`src/rtl/hp_cmd_pkg.sv`:
```
package hp_cmd_pkg;

  typedef enum logic [2:0] {
    K_SLOT, K_SETA, K_SETB, K_PWRALL, K_ENALL, K_BAD
  } cmd_kind_e;

  // packed so that {err, busy} gives status bits 3..0
  typedef struct packed {
    logic speed;
    logic inval;
    logic sw_open;
  } err_t;

  function automatic cmd_kind_e classify(input logic [7:0] c);
    if (c <= 8'h3F)                     return K_SLOT;
    else if (c >= 8'h40 && c <= 8'h44)  return K_SETA;
    else if (c == 8'h48)                return K_PWRALL;
    else if (c == 8'h49)                return K_ENALL;
    else if (c >= 8'h50 && c <= 8'h5D)  return K_SETB;
    else                                return K_BAD;
  endfunction

endpackage

```
`src/rtl/hp_cmd_seq.sv`:
```
module hp_cmd_seq #(
  parameter int DELAY_W = 16
) (
  input  logic               clk,
  input  logic               rst_n,
  input  logic               cmd_wr,
  input  logic [15:0]        cmd_word,
  input  logic [DELAY_W-1:0] delay_cycles,
  output logic               busy,
  output logic               done,
  output logic [15:0]        cmd_q
);
  logic [DELAY_W-1:0] cnt;

  always_ff @(posedge clk) begin
    if (!rst_n) begin
      busy  <= 1'b0;
      cnt   <= '0;
      cmd_q <= '0;
    end else if (!busy) begin
      if (cmd_wr) begin
        busy  <= 1'b1;
        cnt   <= delay_cycles;
        cmd_q <= cmd_word;
      end
    end else if (cnt == '0) begin
      busy <= 1'b0;
    end else begin
      cnt <= cnt - 1'b1;
    end
  end

  assign done = busy && (cnt == '0);

  assert_busy_start_R1: assert property (@(posedge clk) disable iff (!rst_n)
    $rose(busy) |-> $past(cmd_wr));

  assert_ignore_busy_R2: assert property (@(posedge clk) disable iff (!rst_n)
    (busy && $past(busy)) |-> $stable(cmd_q));

endmodule

```
`src/rtl/hp_cmd_decode.sv`:
```
module hp_cmd_decode
  import hp_cmd_pkg::*;
#(
  parameter int NUM_SLOTS = 4,
  parameter int SW        = 2
) (
  input  logic [15:0]          cmd_q,
  input  logic [NUM_SLOTS-1:0] latch_open,
  input  logic                 ext_modes_en,
  output err_t                 err,
  output logic [NUM_SLOTS-1:0] upd,
  output logic [1:0]           f_st,
  output logic [1:0]           f_pw,
  output logic [1:0]           f_at,
  output logic                 mode_we,
  output logic [3:0]           mode_val
);
  logic [7:0]   code;
  logic [7:0]   tgt;
  logic [SW-1:0] tsel;
  cmd_kind_e    kind;

  assign code = cmd_q[7:0];
  assign tgt  = cmd_q[15:8];
  assign tsel = tgt[SW-1:0];
  assign kind = classify(code);

  always_comb begin
    err      = '0;
    upd      = '0;
    f_st     = 2'd0;
    f_pw     = 2'd0;
    f_at     = 2'd0;
    mode_we  = 1'b0;
    mode_val = 4'd0;
    unique case (kind)
      K_SLOT: begin
        if (int'(tgt) >= NUM_SLOTS) begin
          err.inval = 1'b1;
        end else if ((code[1:0] == 2'd1 || code[1:0] == 2'd2) && latch_open[tsel]) begin
          err.sw_open = 1'b1;
        end else begin
          upd[tsel] = 1'b1;
          f_st = code[1:0];
          f_pw = code[3:2];
          f_at = code[5:4];
        end
      end
      K_SETA: begin
        mode_we  = 1'b1;
        mode_val = {1'b0, code[2:0]};
      end
      K_SETB: begin
        if (!ext_modes_en && code[3:0] > 4'd4) begin
          err.speed = 1'b1;
        end else begin
          mode_we  = 1'b1;
          mode_val = code[3:0];
        end
      end
      K_PWRALL, K_ENALL: begin
        if (|latch_open) begin
          err.sw_open = 1'b1;
        end else begin
          upd  = '1;
          f_st = (kind == K_PWRALL) ? 2'd1 : 2'd2;
        end
      end
      default: err.inval = 1'b1;
    endcase
  end

endmodule

```
`src/rtl/hp_slot_bank.sv`:
```
module hp_slot_bank #(
  parameter int NUM_SLOTS = 4
) (
  input  logic                   clk,
  input  logic                   rst_n,
  input  logic                   we,
  input  logic [NUM_SLOTS-1:0]   upd,
  input  logic [1:0]             f_st,
  input  logic [1:0]             f_pw,
  input  logic [1:0]             f_at,
  output logic [2*NUM_SLOTS-1:0] slot_state,
  output logic [2*NUM_SLOTS-1:0] power_ind,
  output logic [2*NUM_SLOTS-1:0] attn_ind
);
  for (genvar i = 0; i < NUM_SLOTS; i++) begin : g_slot
    logic [1:0] st_r, pw_r, at_r;

    always_ff @(posedge clk) begin
      if (!rst_n) begin
        st_r <= 2'd3;
        pw_r <= 2'd3;
        at_r <= 2'd3;
      end else if (we && upd[i]) begin
        if (f_st != 2'd0) st_r <= f_st;
        if (f_pw != 2'd0) pw_r <= f_pw;
        if (f_at != 2'd0) at_r <= f_at;
      end
    end

    assign slot_state[2*i +: 2] = st_r;
    assign power_ind[2*i +: 2]  = pw_r;
    assign attn_ind[2*i +: 2]   = at_r;

    assert_field_nonzero_R3: assert property (@(posedge clk) disable iff (!rst_n)
      (st_r != 2'd0) && (pw_r != 2'd0) && (at_r != 2'd0));
  end

endmodule

```
`src/rtl/hp_cmd_engine.sv`:
```
module hp_cmd_engine
  import hp_cmd_pkg::*;
#(
  parameter int NUM_SLOTS = 4,
  parameter int DELAY_W   = 16
) (
  input  logic                   clk,
  input  logic                   rst_n,
  input  logic                   cmd_wr,
  input  logic [15:0]            cmd_word,
  input  logic [DELAY_W-1:0]     delay_cycles,
  input  logic                   ext_modes_en,
  input  logic [NUM_SLOTS-1:0]   latch_open,
  input  logic                   done_clear,
  output logic [3:0]             status,
  output logic [2*NUM_SLOTS-1:0] slot_state,
  output logic [2*NUM_SLOTS-1:0] power_ind,
  output logic [2*NUM_SLOTS-1:0] attn_ind,
  output logic [3:0]             bus_mode,
  output logic                   done_event
);
  localparam int SW = (NUM_SLOTS > 1) ? $clog2(NUM_SLOTS) : 1;

  logic                 busy, done;
  logic [15:0]          cmd_q;
  err_t                 err_d, err_q;
  logic [NUM_SLOTS-1:0] upd;
  logic [1:0]           f_st, f_pw, f_at;
  logic                 mode_we;
  logic [3:0]           mode_val, mode_q;
  logic                 cc_q;

  hp_cmd_seq #(.DELAY_W(DELAY_W)) u_seq (
    .clk(clk), .rst_n(rst_n), .cmd_wr(cmd_wr), .cmd_word(cmd_word),
    .delay_cycles(delay_cycles), .busy(busy), .done(done), .cmd_q(cmd_q)
  );

  hp_cmd_decode #(.NUM_SLOTS(NUM_SLOTS), .SW(SW)) u_dec (
    .cmd_q(cmd_q), .latch_open(latch_open), .ext_modes_en(ext_modes_en),
    .err(err_d), .upd(upd), .f_st(f_st), .f_pw(f_pw), .f_at(f_at),
    .mode_we(mode_we), .mode_val(mode_val)
  );

  hp_slot_bank #(.NUM_SLOTS(NUM_SLOTS)) u_bank (
    .clk(clk), .rst_n(rst_n), .we(done), .upd(upd),
    .f_st(f_st), .f_pw(f_pw), .f_at(f_at),
    .slot_state(slot_state), .power_ind(power_ind), .attn_ind(attn_ind)
  );

  always_ff @(posedge clk) begin
    if (!rst_n) begin
      err_q  <= '0;
      mode_q <= 4'd0;
      cc_q   <= 1'b0;
    end else begin
      if (done) begin
        err_q <= err_d;
        if (mode_we) mode_q <= mode_val;
      end
      if (done)            cc_q <= 1'b1;
      else if (done_clear) cc_q <= 1'b0;
    end
  end

  assign status     = {err_q, busy};
  assign bus_mode   = mode_q;
  assign done_event = cc_q;

  assert_cc_on_finish_R11: assert property (@(posedge clk) disable iff (!rst_n)
    $rose(cc_q) |-> $fell(busy));

  assert_err_hold_R10: assert property (@(posedge clk) disable iff (!rst_n)
    !$fell(busy) |-> $stable(err_q));

  assert_err_single_R10: assert property (@(posedge clk) disable iff (!rst_n)
    $onehot0(err_q));

  assert_mode_hold_R6: assert property (@(posedge clk) disable iff (!rst_n)
    !$fell(busy) |-> $stable(mode_q));

endmodule

```
`config.mk`:
```
export PLATFORM = sky130hd
export DESIGN_NAME = hp_cmd_engine
export DESIGN_NICKNAME = d
export VERILOG_FILES = /design/src/rtl/hp_cmd_pkg.sv /design/src/rtl/hp_cmd_seq.sv /design/src/rtl/hp_cmd_decode.sv /design/src/rtl/hp_slot_bank.sv /design/src/rtl/hp_cmd_engine.sv
export SDC_FILE = /design/constraint.sdc
export NUM_CORES = 1
export LEC_CHECK = 0
export BUFFER_PORTS_ARGS = -buffer_cell sky130_fd_sc_hd__buf_4
export CAP_MARGIN = 20
export CORE_MARGIN = 2
export CORE_UTILIZATION = 49
export DETAILED_ROUTE_END_ITERATION = 16
export GPL_ROUTABILITY_DRIVEN = 0
export PLACE_DENSITY = 0.76
export SYNTH_ARGS = -nofsm -noshare
export SYNTH_HDL_FRONTEND = slang
export SYNTH_SLANG_ARGS = --single-unit
```
`constraint.sdc`:
```
create_clock -name clk -period 1.9 [get_ports clk]
set_input_delay 0.19 -clock clk [delete_from_list [all_inputs] [get_ports clk]]
set_output_delay 0.19 -clock clk [all_outputs]
set_load 0.01 [all_outputs]
```
==> impl_metrics.csv <==
group,metric,value,unit
clock_network,tritoncts,"done",
pwr,share_comb_of_total_power,0.216,
sta,rsz0062_at_grt,"yes",
critical_path,setup.worst_path.start,"u_seq.cnt[14]",
critical_path,worst_ep_arrival_time,2260,ps
min_path,hold_path_class,"in -> reg",
route,ant_nets,0,
pwr,power.static_leakage,0.002029,uW
sta,slew_violations,0,
finish,n_fill_cell,451,
pwr,cell_internal_pwr,2702,uW
logic_synthesis,synth_ff_type,"sky130_fd_sc_hd__dfxtp_1",
clock_network,cts-buffers-inserted,9,
clock_network,insertion_delay,370,ps
route,drc,0,
min_path,hold_path_startpoint,"cmd_word[0]",
logic_synthesis,synth_edf_count,0,
logic_synthesis,seq_area_frac_synth,0.3947,
route,via_count,3644,
clock_network,ctsRootBufferMaster,"sky130_fd_sc_hd__clkbuf_8",
clock_network,htreeDepth,3,
global_route,grt_pass1_vias,3419,
pwr,power.ir.vdd_worst,0.6316,mV
clock_network,cts_sink_count,65,
sta,postLayoutSetupSlackWorst,-102.2,ps
critical_path,endpoint_kind_of_the_worst_setup_timing_path,"flip-flop",
clock_network,clock_pin_slew_on_the_worst_setup_and_hold_paths,90,ps
placed_design,hpwlAfterDp,6992,um
finish,post_route_cells_drive_above_1_share,0.4097,
sta,setup_viol,21,
critical_path,required,2160,ps
finish,area_delta_synth_final,49.37,%
die,die_x,86.03,um
critical_path,critical_path.reg2reg.startpoint,"u_seq.cnt[14]",
logic_synthesis,yosys_warnings,0,
sta,timing.max_slew.rel_slack,0.6989,
pwr,share_seq_of_total_power,0.391,
logic_synthesis,synth_top_area_frac,0.3947,
logic_synthesis,synth.cell_area,3297,sq um
finish,layout.core_utilization,0.7668,
die,start_util,0.5133,
logic_synthesis,synth_cell_types,62,
critical_path,critPathMaxFanout,10,
critical_path,path_class,"reg -> reg",
route,first_iter_violations,238,
min_path,hold-path-cell-count,3,
run_status,violations,"setup timing",
critical_path,r2r_cells,7,
pwr,pwr-share-clk,0.392,
global_route,gr-usage-all-layers,0.2735,
job,max_cap_viol_count,0,
logic_synthesis,synth_top_cells_by_area,"sky130_fd_sc_hd__dfxtp_1, sky130_fd_sc_hd__nand2_1, sky130_fd_sc_hd__a21oi_1",
pwr,sw_frac_of_total,0.2888,
clock_network,clock_tree.buffer_depth,2,
sta,fin_skew,14.18,ps
finish,antennaDiodeCount,0,
global_route,grt.overflow.total,0,
run_status,outcome,"complete, but fails checks",
clock_network,hold_buffers,0,
global_route,antenna_found_initial,0,
global_route,pin_count_of_the_biggest_net_entering_global_routing,32,
pwr,powerDensity,771.4,nW/um^2
sta,final_hold_viol_count,0,
finish,design.final.nets,576,
logic_synthesis,synth_async_sr_flop_share,0,
sta,worstMarginPinSlew,445.4,ps
pwr,switchingPower,1097,uW
sta,period_needed,2002,ps
logic_synthesis,yosys_register_bits,65,
die,die_area,7400,sq um
route,drt_wirelength,10590,um
die,fp-row-count,29,
sta,min_period_over_period,1.054,
global_route,grt_first_pass_wirelength,16040,um
die,fp.dieH,86.03,um
logic_synthesis,postSynthNetCount,447,
logic_synthesis,synth.avg_cell_area,8.181,sq um
logic_synthesis,yosys.cell_count.top_type,"sky130_fd_sc_hd__dfxtp_1",
die,floorplan.io_pins,74,
route,post_drt_wl_per_cell,17.24,um
route,avgViaCountPerCell,5.935,
critical_path,timing.rr.end,"u_bank.g_slot[0].pw_r[1]",
route,drt-pass1-iter-count,5,
critical_path,critPathLaunchType,"flip-flop",
die,core_region_area,6422,sq um
sta,fin_tns_setup,-1075,ps
logic_synthesis,synth_common_cells,"sky130_fd_sc_hd__dfxtp_1, sky130_fd_sc_hd__nand2_1, sky130_fd_sc_hd__a21oi_1",
sta,fmax,499.4,MHz
logic_synthesis,netlist.top_cell.by_area,"sky130_fd_sc_hd__dfxtp_1",
min_path,worstHoldEndpoint,"u_seq.cmd_q[0]",
critical_path,worst-r2r-setup-slack,-100,ps
placed_design,numPortBuffers,73,
logic_synthesis,postSynthCellCount,403,
## repair_timing
item / CTS / global route
setup endpoints to repair: 28 / 40
gates cloned: 0 / 3
hold endpoints to repair: 0 / 0
pin swaps: 4 / 20
gates resized for setup: 8 / 35
buffers inserted: 0 / 7
## kinds of logic after synthesis
family,share of synthesized area
AND/OR/NAND/NOR,0.2615
AO/OA/AOI/OAI,0.2558
flip-flops,0.3947
buffers and inverters,0.06110
multiplexers,0.01556
adder cells (fa/ha/maj),0.01139
## flip-flops by register name, summed over array words and instances (netlist names)
name and flops:
u_seq.cmd_q 16, u_seq.cnt 16, u_bank.g_slot.at_r 8, u_bank.g_slot.pw_r 8, u_bank.g_slot.st_r 8, bus_mode 4, status 3, done_event 1
u_seq.busy 1
## layer usage
metal  GRT usage  up-vias  wire [um]
met5           0        -          0
met4     0.09380        0        240
met3     0.06256       25        682
met2      0.4743      163       5392
met1      0.3319     1717       4273
li1            -     1739          -
## layout make-up
type / count / area [sq um] / share of cell area
Clock buffer: 9 / 123.9 / 0.02515
Tap cell: 77 / 96.34 / 0.01956
Clock inverter: 7 / 125.1 / 0.02541
Timing Repair Buffer: 145 / 1157 / 0.2350
Sequential cell: 65 / 1310 / 0.2660
Inverter: 18 / 67.56 / 0.01372
Multi-Input combinational cell: 293 / 2044 / 0.4151
## power groups by stage
stage	clock [uW]	combinational (uW)	sequential, uW
floorplan	0	420	1500
global placement	0	717	1500
detailed placement	0	735	1510
CTS	1500	753	1480
global route	1570	887	1490
finish	1490	822	1490
## worst max-delay path by stage
| stage | depth (start not counted) | endpoint |
|---|---|---|
| 2_1_floorplan | 7 | u_bank.g_slot[1].at_r[0] |
| 3_3_place_gp | 6 | u_bank.g_slot[1].st_r[0] |
| 3_5_place_dp | 6 | u_bank.g_slot[1].st_r[1] |
| 4_1_cts | 8 | u_bank.g_slot[3].pw_r[1] |
| 5_1_grt | 6 | u_bank.g_slot[3].st_r[0] |
| 6_report | 7 | u_bank.g_slot[0].pw_r[1] |
## placed cells by master, fill, tap and decap left out, types with 10 or more instances in the layout
cell                      synthesis  final
sky130_fd_sc_hd__dfxtp_1         65     58
sky130_fd_sc_hd__inv_1           17     13
sky130_fd_sc_hd__nand2_1         64     62
sky130_fd_sc_hd__buf_4            2    137
sky130_fd_sc_hd__nand3_1         22     18
sky130_fd_sc_hd__nor2_1          18     16
sky130_fd_sc_hd__o21ai_0         11     10
sky130_fd_sc_hd__o21ai_1         14     14
sky130_fd_sc_hd__nor3_1          12     10
sky130_fd_sc_hd__a21oi_1         34     33
## worst max-delay path, cell delays in order (launching register included)
cell and delay (ps):
sky130_fd_sc_hd__dfxtp_2 320, sky130_fd_sc_hd__or4_4 540, sky130_fd_sc_hd__nand2b_4 170, sky130_fd_sc_hd__nor4_4 150, sky130_fd_sc_hd__buf_6 170, sky130_fd_sc_hd__clkbuf_16 160, sky130_fd_sc_hd__nand3_1 90, sky130_fd_sc_hd__a221o_1 310
## per-stage QoR
step | hold WS [ps] | setup WS, ps | area, sq um | std cells | total power [uW]
after global placement | 437.5 | -60.69 | 4377 | 588 | 2218
after global routing | 68.66 | -141.5 | 4925 | 614 | 3948
after CTS | 67.15 | -55.02 | 4667 | 604 | 3734
final | 74.97 | -102.2 | 4925 | 614 | 3799
after floorplan | 318.4 | -9.259 | 3397 | 403 | 1920
after detailed placement | 446.2 | -105.2 | 4377 | 588 | 2240
Note: power is estimated with default switching activity, not from simulation.
